## src/rtl/rx_ocsum.sv

```systemverilog
module rx_ocsum #(
  parameter int OFS_W = 11,
  parameter int POS_W = 16
) (
  input  logic             clk,
  input  logic             rst_n,
  input  logic [OFS_W-1:0] cfg_start_ofs,
  input  logic [7:0]       in_data,
  input  logic             in_valid,
  input  logic             in_sof,
  input  logic             in_eof,
  output logic [15:0]      csum_out,
  output logic             csum_done
);

  logic [POS_W-1:0] pos_q;
  logic             in_frame_q;
  logic             hi_vld_q;
  logic [7:0]       hi_q;
  logic [15:0]      sum_q;

  function automatic logic [15:0] oc_add(input logic [15:0] a, input logic [15:0] b);
    logic [16:0] s;
    s = {1'b0, a} + {1'b0, b};
    return s[15:0] + {15'd0, s[16]};
  endfunction

  wire              accept  = in_valid && (in_sof || in_frame_q);
  wire [POS_W-1:0]  cur_pos = in_sof ? '0 : pos_q;
  wire              take    = cur_pos >= POS_W'(cfg_start_ofs);
  wire              cur_hi  = !in_sof && hi_vld_q;
  wire [15:0]       base    = in_sof ? 16'd0 : sum_q;
  wire [15:0]       word    = cur_hi ? {hi_q, in_data} : {in_data, 8'h00};
  wire              add_now = take && (cur_hi || in_eof);
  wire [15:0]       nxt_sum = add_now ? oc_add(base, word) : base;

  always_ff @(posedge clk) begin
    if (!rst_n) begin
      pos_q      <= '0;
      in_frame_q <= 1'b0;
      hi_vld_q   <= 1'b0;
      hi_q       <= 8'h00;
      sum_q      <= 16'd0;
      csum_out   <= 16'd0;
      csum_done  <= 1'b0;
    end else begin
      csum_done <= accept && in_eof;
      if (accept) begin
        sum_q      <= nxt_sum;
        pos_q      <= (&cur_pos) ? cur_pos : cur_pos + 1'b1;
        hi_vld_q   <= take && !cur_hi && !in_eof;
        in_frame_q <= !in_eof;
        if (take && !cur_hi) hi_q <= in_data;
        if (in_eof) csum_out <= nxt_sum;
      end
    end
  end

endmodule

```

## config.mk

```make
export PLATFORM = sky130hd
export DESIGN_NAME = rx_ocsum
export DESIGN_NICKNAME = d
export VERILOG_FILES = /design/src/rtl/rx_ocsum.sv
export SDC_FILE = /design/constraint.sdc
export NUM_CORES = 1
export LEC_CHECK = 0
export ABC_CLOCK_PERIOD_IN_PS = 4650
export BUFFER_PORTS_ARGS = -buffer_cell sky130_fd_sc_hd__clkbuf_2
export CAP_MARGIN = 20
export CORE_ASPECT_RATIO = 1.25
export CORE_MARGIN = 2
export CORE_UTILIZATION = 45
export CTS_BUF_LIST = sky130_fd_sc_hd__clkbuf_4 sky130_fd_sc_hd__clkbuf_8
export DETAILED_ROUTE_END_ITERATION = 10
export GPL_ROUTABILITY_DRIVEN = 0
export PLACE_DENSITY = 0.66
export SETUP_SLACK_MARGIN = 0.3
export SLEW_MARGIN = 40
export SYNTH_ARGS = -nofsm -noshare
export SYNTH_HDL_FRONTEND = slang
export SYNTH_SLANG_ARGS = --single-unit
```

## constraint.sdc

```tcl
create_clock -name clk -period 4.65 [get_ports clk]
set_input_delay 0.465 -clock clk [delete_from_list [all_inputs] [get_ports clk]]
set_output_delay 0.465 -clock clk [all_outputs]
set_load 0.02 [all_outputs]
```

==> out/metrics.cfg <==
[status]
status=complete, no violations

[timing]
period_needed_ns=4.13
finalSetupViolCount=0
tightest_slew_ns=0.820
fin_ws_ns=0.519
drv_slew=0
fmax_mhz=242
hold_viol_final=0
setup-tns-final_ns=0
relSlewSlack=0.449
rsz0062_at_grt=no
clock_skew_ns=0.0106
post-route-period-util=0.888

[die]
dieWidth_um=92.2
dieArea_um2=10500
start_util=0.458
num_io_pins=41
fp.dieH_um=114
core_area_um2=9560
placementRows=40

[clocking]
clkSlewWorstSetupHoldPaths_ns=0.07
htree_levels=3
clock_latency_ns=0.36
cts_tree=done
root_buffer=clkbuf_8
cts-hold-fix-buffers=0
cts_buffers=9
clockBufferDepth=2
cts.sink_count=59

[synthesis]
avgSynthCellArea_um2=8.54
netlist-cell-type-count=75
synth_top_area_share=0.270
synth_area_leader_cell=dfxtp_1
ys.flop_type=dfxtp_1
ys_ff_latch=59
synth_edf_count=0
synth_area_um2=4380
synthTopCellsByArea=dfxtp_1, ha_1, nor2b_1, nand2_1, and2_1
syn_inst=513
synth_seq_area_share=0.270
synth_warnings=0
synth_nets=568
async_reset_ff_frac=0

[detailed_routing]
routedWlPerCell_um=15.6
via_count=3809
drc_errors=0
drt_iter0_drc=181
wirelength_um=10800
drt.antenna.violating_nets=0
viasPerCell=5.51
drt_first_pass_iters=5

[cells_and_area]
layout_commonest_cell=dfxtp_1
fillers=918
antenna_cells=0
area_growth_pct=16.2
layout_common_cells=dfxtp_1, nand2_1, nor2b_1, clkbuf_2, and2_1
multi_input_area_um2=3120
fin_util=0.533
final-seq-area_um2=1180
fin_nets=615
design_area_um2=5090
drive_gt1_frac=0.216

[power]
finalPower_mw=1.15
power.density_nw_per_um2=225
leakage_nw=2.12
ir_worst_vdd_uv=115

[placed_design]
postPlaceCellArea_um2=4730
pre_cts_slack_ns=-0.0474
hpwl_um=8170
port_buffers=40

[run]
max-cap-violations=0

[setup_path]
r2r_slack_ns=0.52
r2r-start=hi_vld_q$_SDFFE_PN0P_
cp-start-kind=register
crit_path_max_fanout=11
critical_path_required_ns=4.90
reg2reg_depth=19
path_class=register to register
crit_arrival_ns=4.38
startpoint=hi_vld_q$_SDFFE_PN0P_
r2r_end=csum_out[15]$_SDFFE_PN0P_
end_kind=register

[worst_hold_path]
whs_endpoint=hi_q[2]$_SDFFE_PN0P_
worstHoldStart=in_data[2]
hp-class=input pin to register
holdPathStages=3

[global_routing]
grtUsageTotal=0.214
grt_pass1_vias=3657
grt-ovfl-total=0
antenna_found_initial=0
grt_max_degree=48
grt_pass1_wl_um=17700

## how the worst max path moves through the flow
stage	slack, ns	cells after the start	end
after global placement	0.12	21	csum_out[14]$_SDFFE_PN0P_
after CTS	0.35	20	csum_out[7]$_SDFFE_PN0P_
after detailed placement	-0.05	21	csum_out[14]$_SDFFE_PN0P_
final	0.52	19	csum_out[15]$_SDFFE_PN0P_
after floorplan	0.33	21	csum_out[14]$_SDFFE_PN0P_
after global routing	0.28	20	sum_q[14]$_SDFFE_PN0P_
## cell usage after synthesis (2+ instances only)
cell type	number
o21ai_0	19
nand2b_1	3
ha_1	30
nand3_1	17
a21o_2	2
nor2_1	14
o21ba_2	2
a21boi_2	2
a21boi_0	3
xor2_1	17
and3_1	7
nand2_1	56
a21oi_1	12
xnor2_1	16
o21ai_1	10
dfxtp_1	59
inv_1	23
buf_2	2
nor4_4	2
or3_1	5
a211o_1	2
a2111oi_0	2
nor3_1	10
o21a_1	4
nor4_1	2
nand4_1	7
and2_1	28
a22o_1	3
and3b_1	2
o2bb2ai_1	2
a211oi_1	10
a31oi_1	3
a21o_1	2
nor2b_1	43
mux2_2	11
o211ai_2	2
clkbuf_1	13
a22oi_1	8
nand4b_1	2
o211ai_1	5
mux2i_1	17
## state kept, by name (all words and copies together) (netlist names)
signal	cells
hi_q	8
csum_out	16
sum_q	16
csum_done	1
hi_vld_q	1
pos_q	16
in_frame_q	1
## metal layers
metal | GRT usage | share of wire
met3 | 0.0402 | 0.036
met1 | 0.247 | 0.44
met4 | 0.103 | 0.027
met5 | 0 | 0
met2 | 0.378 | 0.50
## cells by family (layout without fill, tap and decap cells)
family                   after synthesis  count (layout)  synth area share
XOR/XNOR                              34              34            0.0697
AO/OA/AOI/OAI                        107             107             0.188
adder cells (fa/ha/maj)               31              31            0.0903
multiplexers                          28              28            0.0671
flip-flops                            59              59             0.270
buffers and inverters                 42              94            0.0408
AND/OR/NAND/NOR                      212             212             0.275
## per-stage QoR
step / hold WS (ns) / std cells
4_1_cts: 0.385 / 687
3_5_place_dp: 0.446 / 669
5_1_grt: 0.437 / 691
2_1_floorplan: 0.432 / 513
3_3_place_gp: 0.438 / 669
6_report: 0.399 / 691
## timing repair
item | 4_1_cts | 5_1_grt
gates cloned | 0 | 0
setup buffers | 2 | 4
pin swaps | 4 | 10
setup endpoints to repair | 7 | 20
resized for setup | 4 | 17
## worst max-delay path, stage by stage (launching register included)
cell and delay (ns):
dfxtp_2 0.33, nor2b_4 0.15, buf_12 0.14, mux2_2 0.36, ha_4 0.30, inv_2 0.07
o21ba_2 0.22, o2bb2ai_2 0.16, nor3b_4 0.21, o21ai_1 0.08, nand2b_1 0.08, a21oi_1 0.06
o21bai_1 0.22, ha_2 0.25, and3_1 0.22, nand4_1 0.20, nor4_2 0.40, nand4_2 0.17
mux2i_1 0.15, a221o_1 0.25
## layout make-up
cell class                 instances  share of cell area
sequential                        59               0.232
timing repair buffer              55              0.0646
tap                              126              0.0310
multi-input combinational        412               0.613
clock buffer                      11              0.0273
inverter                          23              0.0170
clock inverter                     5              0.0152
## power by group
| part | switching (mW) | total [mW] | internal [mW] |
|---|---|---|---|
| Clock | 0.215 | 0.527 | 0.312 |
| Combinational | 0.0665 | 0.110 | 0.0431 |
| Sequential | 0.00178 | 0.510 | 0.508 |
| Total | 0.284 | 1.15 | 0.863 |
(Power assumes the default switching activity.)
